===== src/rtl/rbr_pkg.sv =====
package rbr_pkg;
  localparam int unsigned BEAT_W_DEF = 64;
  localparam int unsigned LANE_W_DEF = 8;
  localparam int unsigned RET_DEPTH_DEF = 4;

  function automatic int unsigned clog2_min1(input int unsigned v);
    return (v <= 2) ? 1 : $clog2(v);
  endfunction
endpackage


===== src/rtl/rbr_addr_walk.sv =====
module rbr_addr_walk #(
  parameter int unsigned ADDR_W = 16
) (
  input  logic              clk_i,
  input  logic              rst_ni,
  input  logic [ADDR_W-1:0] first_i,
  input  logic [ADDR_W-1:0] last_i,
  input  logic              step_i,
  output logic [ADDR_W-1:0] addr_o
);
  // offset from first address, so reset needs no load of an input
  logic [ADDR_W-1:0] off_q;
  logic              at_last;

  assign addr_o  = first_i + off_q;
  assign at_last = (addr_o == last_i);

  always_ff @(posedge clk_i or negedge rst_ni) begin
    if (!rst_ni)      off_q <= '0;
    else if (step_i)  off_q <= at_last ? '0 : off_q + 1'b1;
  end

  p_addr_in_range_r4: assert property (@(posedge clk_i) disable iff (!rst_ni)
    (first_i <= last_i) |-> (addr_o >= first_i && addr_o <= last_i));

  p_wrap_r4: assert property (@(posedge clk_i) disable iff (!rst_ni)
    (step_i && addr_o == last_i && $stable(first_i)) |=> (addr_o == $past(first_i)));
endmodule


===== src/rtl/rbr_ret_queue.sv =====
module rbr_ret_queue #(
  parameter int unsigned WIDTH = 64,
  parameter int unsigned DEPTH = 4,
  localparam int unsigned PTR_W = rbr_pkg::clog2_min1(DEPTH),
  localparam int unsigned CNT_W = $clog2(DEPTH + 1)
) (
  input  logic             clk_i,
  input  logic             rst_ni,
  input  logic             push_i,
  input  logic [WIDTH-1:0] wdata_i,
  input  logic             pop_i,
  output logic [WIDTH-1:0] rdata_o,
  output logic             nonempty_o,
  output logic [CNT_W-1:0] count_o
);
  logic [WIDTH-1:0] mem_q [DEPTH];
  logic [PTR_W-1:0] wp_q, rp_q;
  logic [CNT_W-1:0] cnt_q;

  function automatic logic [PTR_W-1:0] bump(input logic [PTR_W-1:0] p);
    return (p == PTR_W'(DEPTH - 1)) ? '0 : p + 1'b1;
  endfunction

  assign rdata_o    = mem_q[rp_q];
  assign nonempty_o = (cnt_q != '0);
  assign count_o    = cnt_q;

  always_ff @(posedge clk_i) begin
    if (push_i) mem_q[wp_q] <= wdata_i;
  end

  always_ff @(posedge clk_i or negedge rst_ni) begin
    if (!rst_ni) begin
      wp_q  <= '0;
      rp_q  <= '0;
      cnt_q <= '0;
    end else begin
      if (push_i) wp_q <= bump(wp_q);
      if (pop_i)  rp_q <= bump(rp_q);
      case ({push_i, pop_i})
        2'b10:   cnt_q <= cnt_q + 1'b1;
        2'b01:   cnt_q <= cnt_q - 1'b1;
        default: cnt_q <= cnt_q;
      endcase
    end
  end

  p_no_overflow_r3: assert property (@(posedge clk_i) disable iff (!rst_ni)
    push_i |-> (cnt_q != CNT_W'(DEPTH)));

  p_no_underflow_r5: assert property (@(posedge clk_i) disable iff (!rst_ni)
    pop_i |-> nonempty_o);
endmodule


===== src/rtl/rbr_unpack.sv =====
module rbr_unpack #(
  parameter int unsigned BEAT_W = 64,
  parameter int unsigned LANE_W = 8,
  localparam int unsigned LANES = BEAT_W / LANE_W,
  localparam int unsigned IDX_W = rbr_pkg::clog2_min1(LANES)
) (
  input  logic              clk_i,
  input  logic              rst_ni,
  input  logic              beat_avail_i,
  input  logic [BEAT_W-1:0] beat_i,
  output logic              beat_take_o,
  output logic              out_valid_o,
  output logic [LANE_W-1:0] out_data_o,
  input  logic              out_ready_i
);
  logic [BEAT_W-1:0] beat_q;
  logic              hold_q;
  logic [IDX_W-1:0]  idx_q;
  logic [LANE_W-1:0] lane_w [LANES];
  logic              consume, last_lane, free;

  for (genvar g = 0; g < LANES; g++) begin : g_lane
    assign lane_w[g] = beat_q[g*LANE_W +: LANE_W];
  end

  assign last_lane   = (idx_q == IDX_W'(LANES - 1));
  assign consume     = hold_q & out_ready_i;
  assign free        = !hold_q | (consume & last_lane);
  assign beat_take_o = free & beat_avail_i;
  assign out_valid_o = hold_q;
  assign out_data_o  = lane_w[idx_q];

  always_ff @(posedge clk_i or negedge rst_ni) begin
    if (!rst_ni) begin
      beat_q <= '0;
      hold_q <= 1'b0;
      idx_q  <= '0;
    end else if (beat_take_o) begin
      beat_q <= beat_i;
      hold_q <= 1'b1;
      idx_q  <= '0;
    end else if (consume && last_lane) begin
      hold_q <= 1'b0;
      idx_q  <= '0;
    end else if (consume) begin
      idx_q  <= idx_q + 1'b1;
    end
  end

  p_hold_r6: assert property (@(posedge clk_i) disable iff (!rst_ni)
    (out_valid_o && !out_ready_i) |=> (out_valid_o && $stable(out_data_o)));

  p_idx_reset_r5: assert property (@(posedge clk_i) disable iff (!rst_ni)
    beat_take_o |=> (idx_q == '0));
endmodule


===== src/rtl/rb_byte_reader.sv =====
module rb_byte_reader #(
  parameter int unsigned ADDR_W    = 16,
  parameter int unsigned CNT_W     = 18,
  parameter int unsigned BEAT_W    = rbr_pkg::BEAT_W_DEF,
  parameter int unsigned LANE_W    = rbr_pkg::LANE_W_DEF,
  parameter int unsigned RET_DEPTH = rbr_pkg::RET_DEPTH_DEF,
  localparam int unsigned CRED_W   = $clog2(RET_DEPTH + 2)
) (
  input  logic              clk_i,
  input  logic              rst_ni,
  input  logic [ADDR_W-1:0] first_addr_i,
  input  logic [ADDR_W-1:0] last_addr_i,
  input  logic [CNT_W-1:0]  wr_count_i,
  output logic              rd_req_o,
  output logic [ADDR_W-1:0] rd_addr_o,
  input  logic              rd_gnt_i,
  input  logic              rd_rvalid_i,
  input  logic [BEAT_W-1:0] rd_rdata_i,
  output logic              out_valid_o,
  output logic [LANE_W-1:0] out_data_o,
  input  logic              out_ready_i
);
  localparam int unsigned QCNT_W = $clog2(RET_DEPTH + 1);

  logic [CNT_W-1:0]  rd_count_q;
  logic [CNT_W-1:0]  lead;
  logic [CRED_W-1:0] used_q;
  logic              writer_ahead, has_credit, issue;
  logic              q_nonempty, q_pop;
  logic [BEAT_W-1:0] q_head;
  logic [QCNT_W-1:0] q_count;

  // modular lead: nonzero and not negative
  assign lead         = wr_count_i - rd_count_q;
  assign writer_ahead = (lead != '0) && !lead[CNT_W-1];
  assign has_credit   = (used_q < CRED_W'(RET_DEPTH));
  assign rd_req_o     = writer_ahead & has_credit;
  assign issue        = rd_req_o & rd_gnt_i;

  always_ff @(posedge clk_i or negedge rst_ni) begin
    if (!rst_ni) begin
      rd_count_q <= '0;
      used_q     <= '0;
    end else begin
      if (issue) rd_count_q <= rd_count_q + 1'b1;
      case ({issue, q_pop})
        2'b10:   used_q <= used_q + 1'b1;
        2'b01:   used_q <= used_q - 1'b1;
        default: used_q <= used_q;
      endcase
    end
  end

  rbr_addr_walk #(.ADDR_W(ADDR_W)) u_walk (
    .clk_i   (clk_i),
    .rst_ni  (rst_ni),
    .first_i (first_addr_i),
    .last_i  (last_addr_i),
    .step_i  (issue),
    .addr_o  (rd_addr_o)
  );

  rbr_ret_queue #(.WIDTH(BEAT_W), .DEPTH(RET_DEPTH)) u_queue (
    .clk_i      (clk_i),
    .rst_ni     (rst_ni),
    .push_i     (rd_rvalid_i),
    .wdata_i    (rd_rdata_i),
    .pop_i      (q_pop),
    .rdata_o    (q_head),
    .nonempty_o (q_nonempty),
    .count_o    (q_count)
  );

  rbr_unpack #(.BEAT_W(BEAT_W), .LANE_W(LANE_W)) u_unpack (
    .clk_i        (clk_i),
    .rst_ni       (rst_ni),
    .beat_avail_i (q_nonempty),
    .beat_i       (q_head),
    .beat_take_o  (q_pop),
    .out_valid_o  (out_valid_o),
    .out_data_o   (out_data_o),
    .out_ready_i  (out_ready_i)
  );

  p_credit_r3: assert property (@(posedge clk_i) disable iff (!rst_ni)
    (used_q <= CRED_W'(RET_DEPTH)) && (CRED_W'(q_count) <= used_q));

  p_req_hold_r8: assert property (@(posedge clk_i) disable iff (!rst_ni)
    (rd_req_o && !rd_gnt_i && $stable(first_addr_i)) |=> (rd_req_o && $stable(rd_addr_o)));

  p_no_stray_data_r2: assert property (@(posedge clk_i) disable iff (!rst_ni)
    rd_rvalid_i |-> (used_q > CRED_W'(q_count)));
endmodule


===== config.mk =====
export PLATFORM = sky130hd
export DESIGN_NAME = rb_byte_reader
export DESIGN_NICKNAME = d
export VERILOG_FILES = /design/src/rtl/rbr_pkg.sv /design/src/rtl/rbr_addr_walk.sv /design/src/rtl/rbr_ret_queue.sv /design/src/rtl/rbr_unpack.sv /design/src/rtl/rb_byte_reader.sv
export SDC_FILE = /design/constraint.sdc
export NUM_CORES = 1
export LEC_CHECK = 0
export BUFFER_PORTS_ARGS = -buffer_cell sky130_fd_sc_hd__buf_2
export CORE_MARGIN = 2
export CORE_UTILIZATION = 45
export CTS_BUF_LIST = sky130_fd_sc_hd__clkbuf_4 sky130_fd_sc_hd__clkbuf_8
export DETAILED_ROUTE_END_ITERATION = 10
export PLACE_DENSITY = 0.72
export SLEW_MARGIN = 20
export SYNTH_ARGS = -nofsm -noshare
export SYNTH_HDL_FRONTEND = slang
export SYNTH_SLANG_ARGS = --single-unit

===== constraint.sdc =====
create_clock -name clk_i -period 6.3 [get_ports clk_i]
set_input_delay 0.63 -clock clk_i [delete_from_list [all_inputs] [get_ports clk_i]]
set_output_delay 0.63 -clock clk_i [all_outputs]
set_load 0.005 [all_outputs]

After elaboration in Yosys (flattened, before gate mapping)
Memories as Yosys holds them, arrays and structs flattened. A register that Yosys moved wholly into a read port is not among the register bits.
Index checks and enable logic that the tools add are counted.
{"block": "totals", "ff_bits": 48, "mem_bits_rw": 256, "inputBits": 119, "output_inout_bits": 26, "wordCells": 63, "memories": 1}
{"name": "u_queue.mem_q", "depth": 4, "width": 64, "rd": 1, "rd_clocked_by_memory_dff": 1, "write_ports": 1, "line": "rbr_ret_queue.sv:16", "rtl": "logic [WIDTH-1:0] mem_q [DEPTH];"}
{"block": "op_classes", "n_addsub": 11, "n_lt_le_gt_ge": 2, "eq_ne": 8, "n_mux": 15, "bitwise": 7, "reduce_logical": 11}
{"op": "8-bit binary-select mux with 3-bit select", "count": 1}
{"op": "18-bit by 1-bit adder with 18-bit output, second input constant", "count": 1}
{"op": "18-bit nonzero test", "count": 1}
{"op": "18-bit subtractor", "count": 1}
{"op": "16-bit by 1-bit adder with 16-bit output, second input constant", "count": 1}
{"op": "16-bit adder", "count": 1}
{"op": "16-bit == test", "count": 1}
{"op": "16-bit two-way mux", "count": 1}
{"op": "8-bit two-way mux", "count": 2}
{"op": "3-bit one-hot mux with 2 select lines", "count": 2}
{"op": "3-bit by 1-bit adder with 3-bit output, second input constant", "count": 3}
{"op": "3-bit two-way mux", "count": 3}
{"op": "2-bit == test, second input constant", "count": 4}
{"op": "2-bit nonzero test", "count": 3}
{"op": "3-bit nonzero test", "count": 2}
{"op": "3-bit by 1-bit subtractor with 3-bit output, second input constant", "count": 2}
{"op": "1-bit bitwise AND", "count": 5}
{"op": "2-bit by 1-bit adder with 2-bit output, second input constant", "count": 2}
{"op": "2-bit by 1-bit == test with 1-bit output, second input constant", "count": 2}
{"op": "4-bit >= comparator, second input constant", "count": 1}
{"op": "1-bit two-way mux", "count": 4}
{"op": "2-bit two-way mux", "count": 2}
{"op": "3-bit NOT with 4-bit output", "count": 1}
{"op": "3-bit == test, second input constant", "count": 1}
{"op": "other kinds (4)", "count": 7}

Depth between registers and ports, before layout
{"block": "logic_depth", "ltp_word": 7, "ltp_mapped": 17, "ltp_nobuf": 16}

Cells and area by module
A second synthesis with hierarchy kept.
{"block": "unflattened", "cells_unflattened": 1025, "area_unflattened_um2": 16892.5}
{"mod": "rbr_ret_queue", "instances": 1, "cells_per_inst": 368, "area_each_um2": 9634.2, "seq_area_each_um2": 7862.5}
{"mod": "rbr_unpack", "instances": 1, "cells_per_inst": 180, "area_each_um2": 3121.7, "seq_area_each_um2": 1701.6}
{"mod": "rb_byte_reader", "instances": 1, "cells_per_inst": 262, "area_each_um2": 2129.5, "seq_area_each_um2": 525.5}
{"mod": "rbr_addr_walk", "instances": 1, "cells_per_inst": 215, "area_each_um2": 2006.9, "seq_area_each_um2": 400.4}

Worst setup path before layout
No wires, ideal clock.
{"block": "synth_path", "kind": "input -> register", "from": "input port wr_count_i[0]", "to": "register used_q[2]", "setup_time_ps": 79, "t_arrival_ps": 4050, "required_ps": 6221, "slack_ps": 2171, "cell_stages": 17, "n_path_buf": 1, "cell_sequence": "inv_1 > ha_1 > fa_1 > nand2b_1 > a211oi_1 > o31a_1 > o211ai_1 > a311oi_1 > o2111ai_1 > o31ai_4 > buf_2 > ha_1 > inv_1 > fa_1 > xor2_1 > nor2_1 > xor2_1"}
{"block": "synth_via", "elab_chain_len": 7, "elab_cells_between_ends": 10, "classes_between": "add/sub: 1; eq/ne: 2; mux: 1; bitwise: 2; reduce/logical: 4"}
{"item": "start: declaration", "line": "rb_byte_reader.sv:13", "rtl": "input logic [CNT_W-1:0] wr_count_i,"}
{"item": "18-bit subtractor (*)", "line": "rb_byte_reader.sv:34", "rtl": "assign lead = wr_count_i - rd_count_q;"}
{"item": "18-bit nonzero test or 1-bit logical NOT (tied branches)", "line": "rb_byte_reader.sv:35", "rtl": "assign writer_ahead = (lead != '0) && !lead[CNT_W-1];"}
{"item": "1-bit logical AND (*)", "line": "rb_byte_reader.sv:35"}
{"item": "1-bit bitwise AND (*)", "line": "rb_byte_reader.sv:37", "rtl": "assign rd_req_o = writer_ahead & has_credit;"}
{"item": "1-bit bitwise AND (*)", "line": "rb_byte_reader.sv:38", "rtl": "assign issue = rd_req_o & rd_gnt_i;"}
{"item": "2-bit by 1-bit == test with 1-bit output or 2-bit == test (tied branches)", "line": "rb_byte_reader.sv:46", "rtl": "case ({issue, q_pop})"}
{"item": "3-bit one-hot mux with 2 select lines or 2-bit nonzero test (tied branches)"}
{"item": "end signal: assignment", "line": "rb_byte_reader.sv:47", "rtl": "2'b10: used_q <= used_q + 1'b1;"}
{"item": "end signal: assignment", "line": "rb_byte_reader.sv:48", "rtl": "2'b01: used_q <= used_q - 1'b1;"}
{"item": "end signal: assignment", "line": "rb_byte_reader.sv:49", "rtl": "default: used_q <= used_q;"}
{"item": "end: declaration", "line": "rb_byte_reader.sv:27", "rtl": "logic [CRED_W-1:0] used_q;"}
Every way passes the cells marked *; elsewhere a longest branch is shown, timed or not.
A chain may end at the register's enable or synchronous reset.

Worst setup path in the final report
{"block": "layout_path", "from": "register rd_count_q[0]", "to": "output port rd_req_o"}
{"block": "layout_via", "elab_chain_len": 4, "elab_cells_between_ends": 5, "classes_between": "add/sub: 1; bitwise: 1; reduce/logical: 3"}
{"item": "start: declaration", "line": "rb_byte_reader.sv:25", "rtl": "logic [CNT_W-1:0] rd_count_q;"}
{"item": "start signal: assignment", "line": "rb_byte_reader.sv:45", "rtl": "if (issue) rd_count_q <= rd_count_q + 1'b1;"}
{"item": "18-bit subtractor (*)", "line": "rb_byte_reader.sv:34"}
{"item": "18-bit nonzero test or 1-bit logical NOT (tied branches)", "line": "rb_byte_reader.sv:35"}
{"item": "1-bit logical AND (*)", "line": "rb_byte_reader.sv:35"}
{"item": "1-bit bitwise AND (*)", "line": "rb_byte_reader.sv:37"}
{"item": "end: declaration", "line": "rb_byte_reader.sv:14", "rtl": "output logic rd_req_o,"}
Marks and branches as above.

==> flow_metrics.py <==
metrics = {
    "floorplanning": {
        "design.die.area_mm2": 0.0385,
        "die_h_um": 196,
        "rows": 70,
        "io_pins": 145,
        "dieWidth_um": 196,
        "initial_core_util_pct": 45.6,
        "core-area_mm2": 0.0365,
    },
    "drt": {
        "routed_wl_um": 34300,
        "initialDrtViolationCount": 701,
        "drc": 0,
        "wl_per_cell_um": 19.7,
        "viasPerCell": 5.47,
        "firstDrtPassIters": 5,
        "vias": 9531,
        "antenna_left": 0,
    },
    "worst_setup_path": {
        "crit_start": "rd_count_q[0]$_DFFE_PN0P_",
        "cp.required_ps": 5670,
        "crit_type": "flop to output pin",
        "rrSetupSlack_ps": 1960,
        "r2r_cells": 16,
        "r2r_start": "rd_count_q[0]$_DFFE_PN0P_",
        "cp_max_fo": 6,
        "worst_setup_path_end_kind": "output pin",
        "r2r_end": "used_q[2]$_DFFE_PN0P_",
        "crit_path_start_kind": "flop",
        "cp_data_arrival_time_ps": 3850,
    },
    "grt": {
        "grtUsageTotal_pct": 18.2,
        "grt_max_degree": 70,
        "grt_overflow": 0,
        "grt_pass1_wl_um": 54300,
        "antenna_found_initial": 3,
        "grt_pass1_vias": 9853,
    },
    "synthesis": {
        "synthAdderAreaFrac_pct": 3.71,
        "synth_sequential_area_ratio_pct": 63.0,
        "synth_flop_cell": "edfxtp_1",
        "netlist_area_mm2": 0.0166,
        "synth_edf_count": 256,
        "synth-seq-cells": 368,
        "yosysMostFrequentCell": "edfxtp_1",
        "synth_compound_area_share_pct": 6.40,
        "synthSimpleGateAreaFrac_pct": 5.62,
        "synth_xor_area_share_pct": 3.29,
        "synthTopCellsByArea": "edfxtp_1 (46%), dfrtp_1 (17%), mux4_2 (11%), mux2_2 (5.1%), ha_1 (3.2%)",
        "synthDistinctLibCells": 62,
        "synthMuxAreaShare_pct": 16.0,
        "ys_top_cells_by_count": "edfxtp_1 (256), dfrtp_1 (112), mux4_2 (80)",
        "yosys_warnings": 0,
        "synth.avg_cell_area_um2": 15.8,
        "synth_cells": 1054,
        "postSynth.asyncResetShare_pct": 30.4,
        "syn_nets": 1220,
        "synth_top_family_by_area": "multiplexers",
        "synth.largest_area_cell": "edfxtp_1",
        "synth_top_area_share_pct": 46.2,
    },
    "power_and_ir_drop": {
        "irDropWorstVdd_v": 0.000277,
        "power_leakage_uw": 0.00724,
        "powerDensity_mw_per_mm2": 430,
    },
    "timing": {
        "hold_viol": 0,
        "rsz0062_at_grt": "no",
        "tns_ps": 0,
        "maxSlewHeadroom_pct": 31.0,
        "period_minus_slack_ps": 4480,
        "setup_violations": 0,
        "tightest_slew_ps": 1030,
        "finalCritPeriodShare_pct": 71.0,
        "clock.fmax_mhz": 223,
        "drv_slew": 0,
        "hold_ws_ps": 168,
        "clock_skew_ps": 20.2,
    },
    "outcome": {
        "status": "completed",
    },
    "clocking": {
        "clk_latency_ps": 610,
        "cts-resized-gates": 0,
        "root_buffer": "clkbuf_8",
        "post_cts_buffers": 0,
        "clock_path_buffers": 3,
        "tritoncts": "yes",
        "ctsHoldBuffers": 0,
        "htreeDepth": 2,
        "cts_sinks": 368,
        "clk_pin_slew_worst_paths_ps": 60,
        "cts_buffers": 58,
    },
    "cells_and_area": {
        "final_core_util_pct": 52.3,
        "drive_above_1_share_pct": 33.6,
        "nets": 1392,
        "areaGrowthSynthToFinish_pct": 14.7,
    },
    "placement": {
        "port_buffers": 144,
        "dp_hpwl_um": 21900,
        "gp_congestion": 0.930,
    },
    "flow_run": {
        "maxCapViolCount": 0,
    },
    "hold_path": {
        "worstHoldPathType": "input port to asynchronous set/reset pin",
    },
}
-- routing by layer --
metal / vias up / part of all wire, % / GRT usage [%]
met1: 4754 / 44 / 24.1
met5: - / 0.041 / 0
met4: 4 / 1.9 / 4.94
met3: 59 / 5.3 / 3.75
met2: 250 / 48 / 30.5
li1: 4464 / - / -
-- power breakdown --
part	total [µW]	switching (µW)	internal (µW)	leakage (µW)
clock	2060	907	1150	0.000648
sequential	3500	317	3190	0.00367
combinational	2630	1340	1300	0.00291
total	8200	2560	5640	0.00724
-- layout by cell type (no fill, tap or decap), types with 10 or more instances in the layout --
cell      synthesis  layout
nor2_1           37      37
clkbuf_4          0      27
ha_1             43      43
inv_1            36      36
buf_4             1      12
a21oi_1          35      34
o211ai_1         19      19
o21a_1           10      10
clkbuf_8          0      62
xnor2_1          44      44
mux2_2           76      76
buf_2             6     143
nand3_1          16      16
nand2_1          58      58
mux4_2           80      80
xor2_1           16      16
dfrtp_1         112     110
o21ai_0          25      25
edfxtp_1        256     256
clkinv_1          0      11
nor3_1           17      17
-- worst max-delay path, stage by stage (launching register included) --
cell	delay (ps)
dfrtp_1	480
ha_1	250
fa_1	400
nand2b_1	180
a211oi_1	420
o31a_1	230
o211ai_1	90
a311oi_1	260
o2111ai_1	230
or3_1	430
and2_1	150
buf_2	120
-- final cells by class --
cell class                 instances  area, µm²
antenna                            1       2.50
clock buffer                      89       1060
clock inverter                    20        154
fill                            3014      17400
inverter                          36        135
multi-input combinational        607       5850
sequential                       368      10500
tap                              468        586
timing repair buffer             155        806
-- worst max path at each step --
stage | end | slack [ps] | cells past startpoint
after floorplan | used_q[2]$_DFFE_PN0P_ | 2170 | 17
after global placement | used_q[2]$_DFFE_PN0P_ | 1760 | 18
after detailed placement | used_q[2]$_DFFE_PN0P_ | 1710 | 18
after CTS | rd_req_o | 1800 | 11
after global routing | rd_req_o | 1550 | 11
final | rd_req_o | 1820 | 11
-- through the flow --
| stage | power, µW | cells | area (µm²) | worst slack, ps |
|---|---|---|---|---|
| floorplan | 5400 | 1054 | 16600 | 2170 |
| global route | 8710 | 1743 | 19100 | 1550 |
| CTS | 8310 | 1743 | 19100 | 1800 |
| global placement | 6160 | 1634 | 17900 | 1760 |
| finish | 8200 | 1744 | 19100 | 1820 |
| detailed placement | 6230 | 1634 | 17900 | 1710 |
-- flip-flops by register name (all words and copies together), names as in the netlist --
name / cells
u_queue.count_o: 3
u_queue.wp_q: 2
u_unpack.out_valid_o: 1
rd_count_q: 18
u_unpack.beat_q: 64
used_q: 3
u_queue.rp_q: 2
u_queue.mem_q: 256
u_walk.off_q: 16
u_unpack.idx_q: 3
-- cell families (layout without fill, tap and decap cells) --
kind of cell,Yosys count,in the layout
xor gates and xnor gates,61,61
AOI/OAI and AO/OA,151,151
adders and majority gates,47,47
and+or+nand+nor,191,191
other,0,1
buffers and inverters,79,300
DFF,368,368
muxes,157,157
Power figures use the tool's default switching activity.
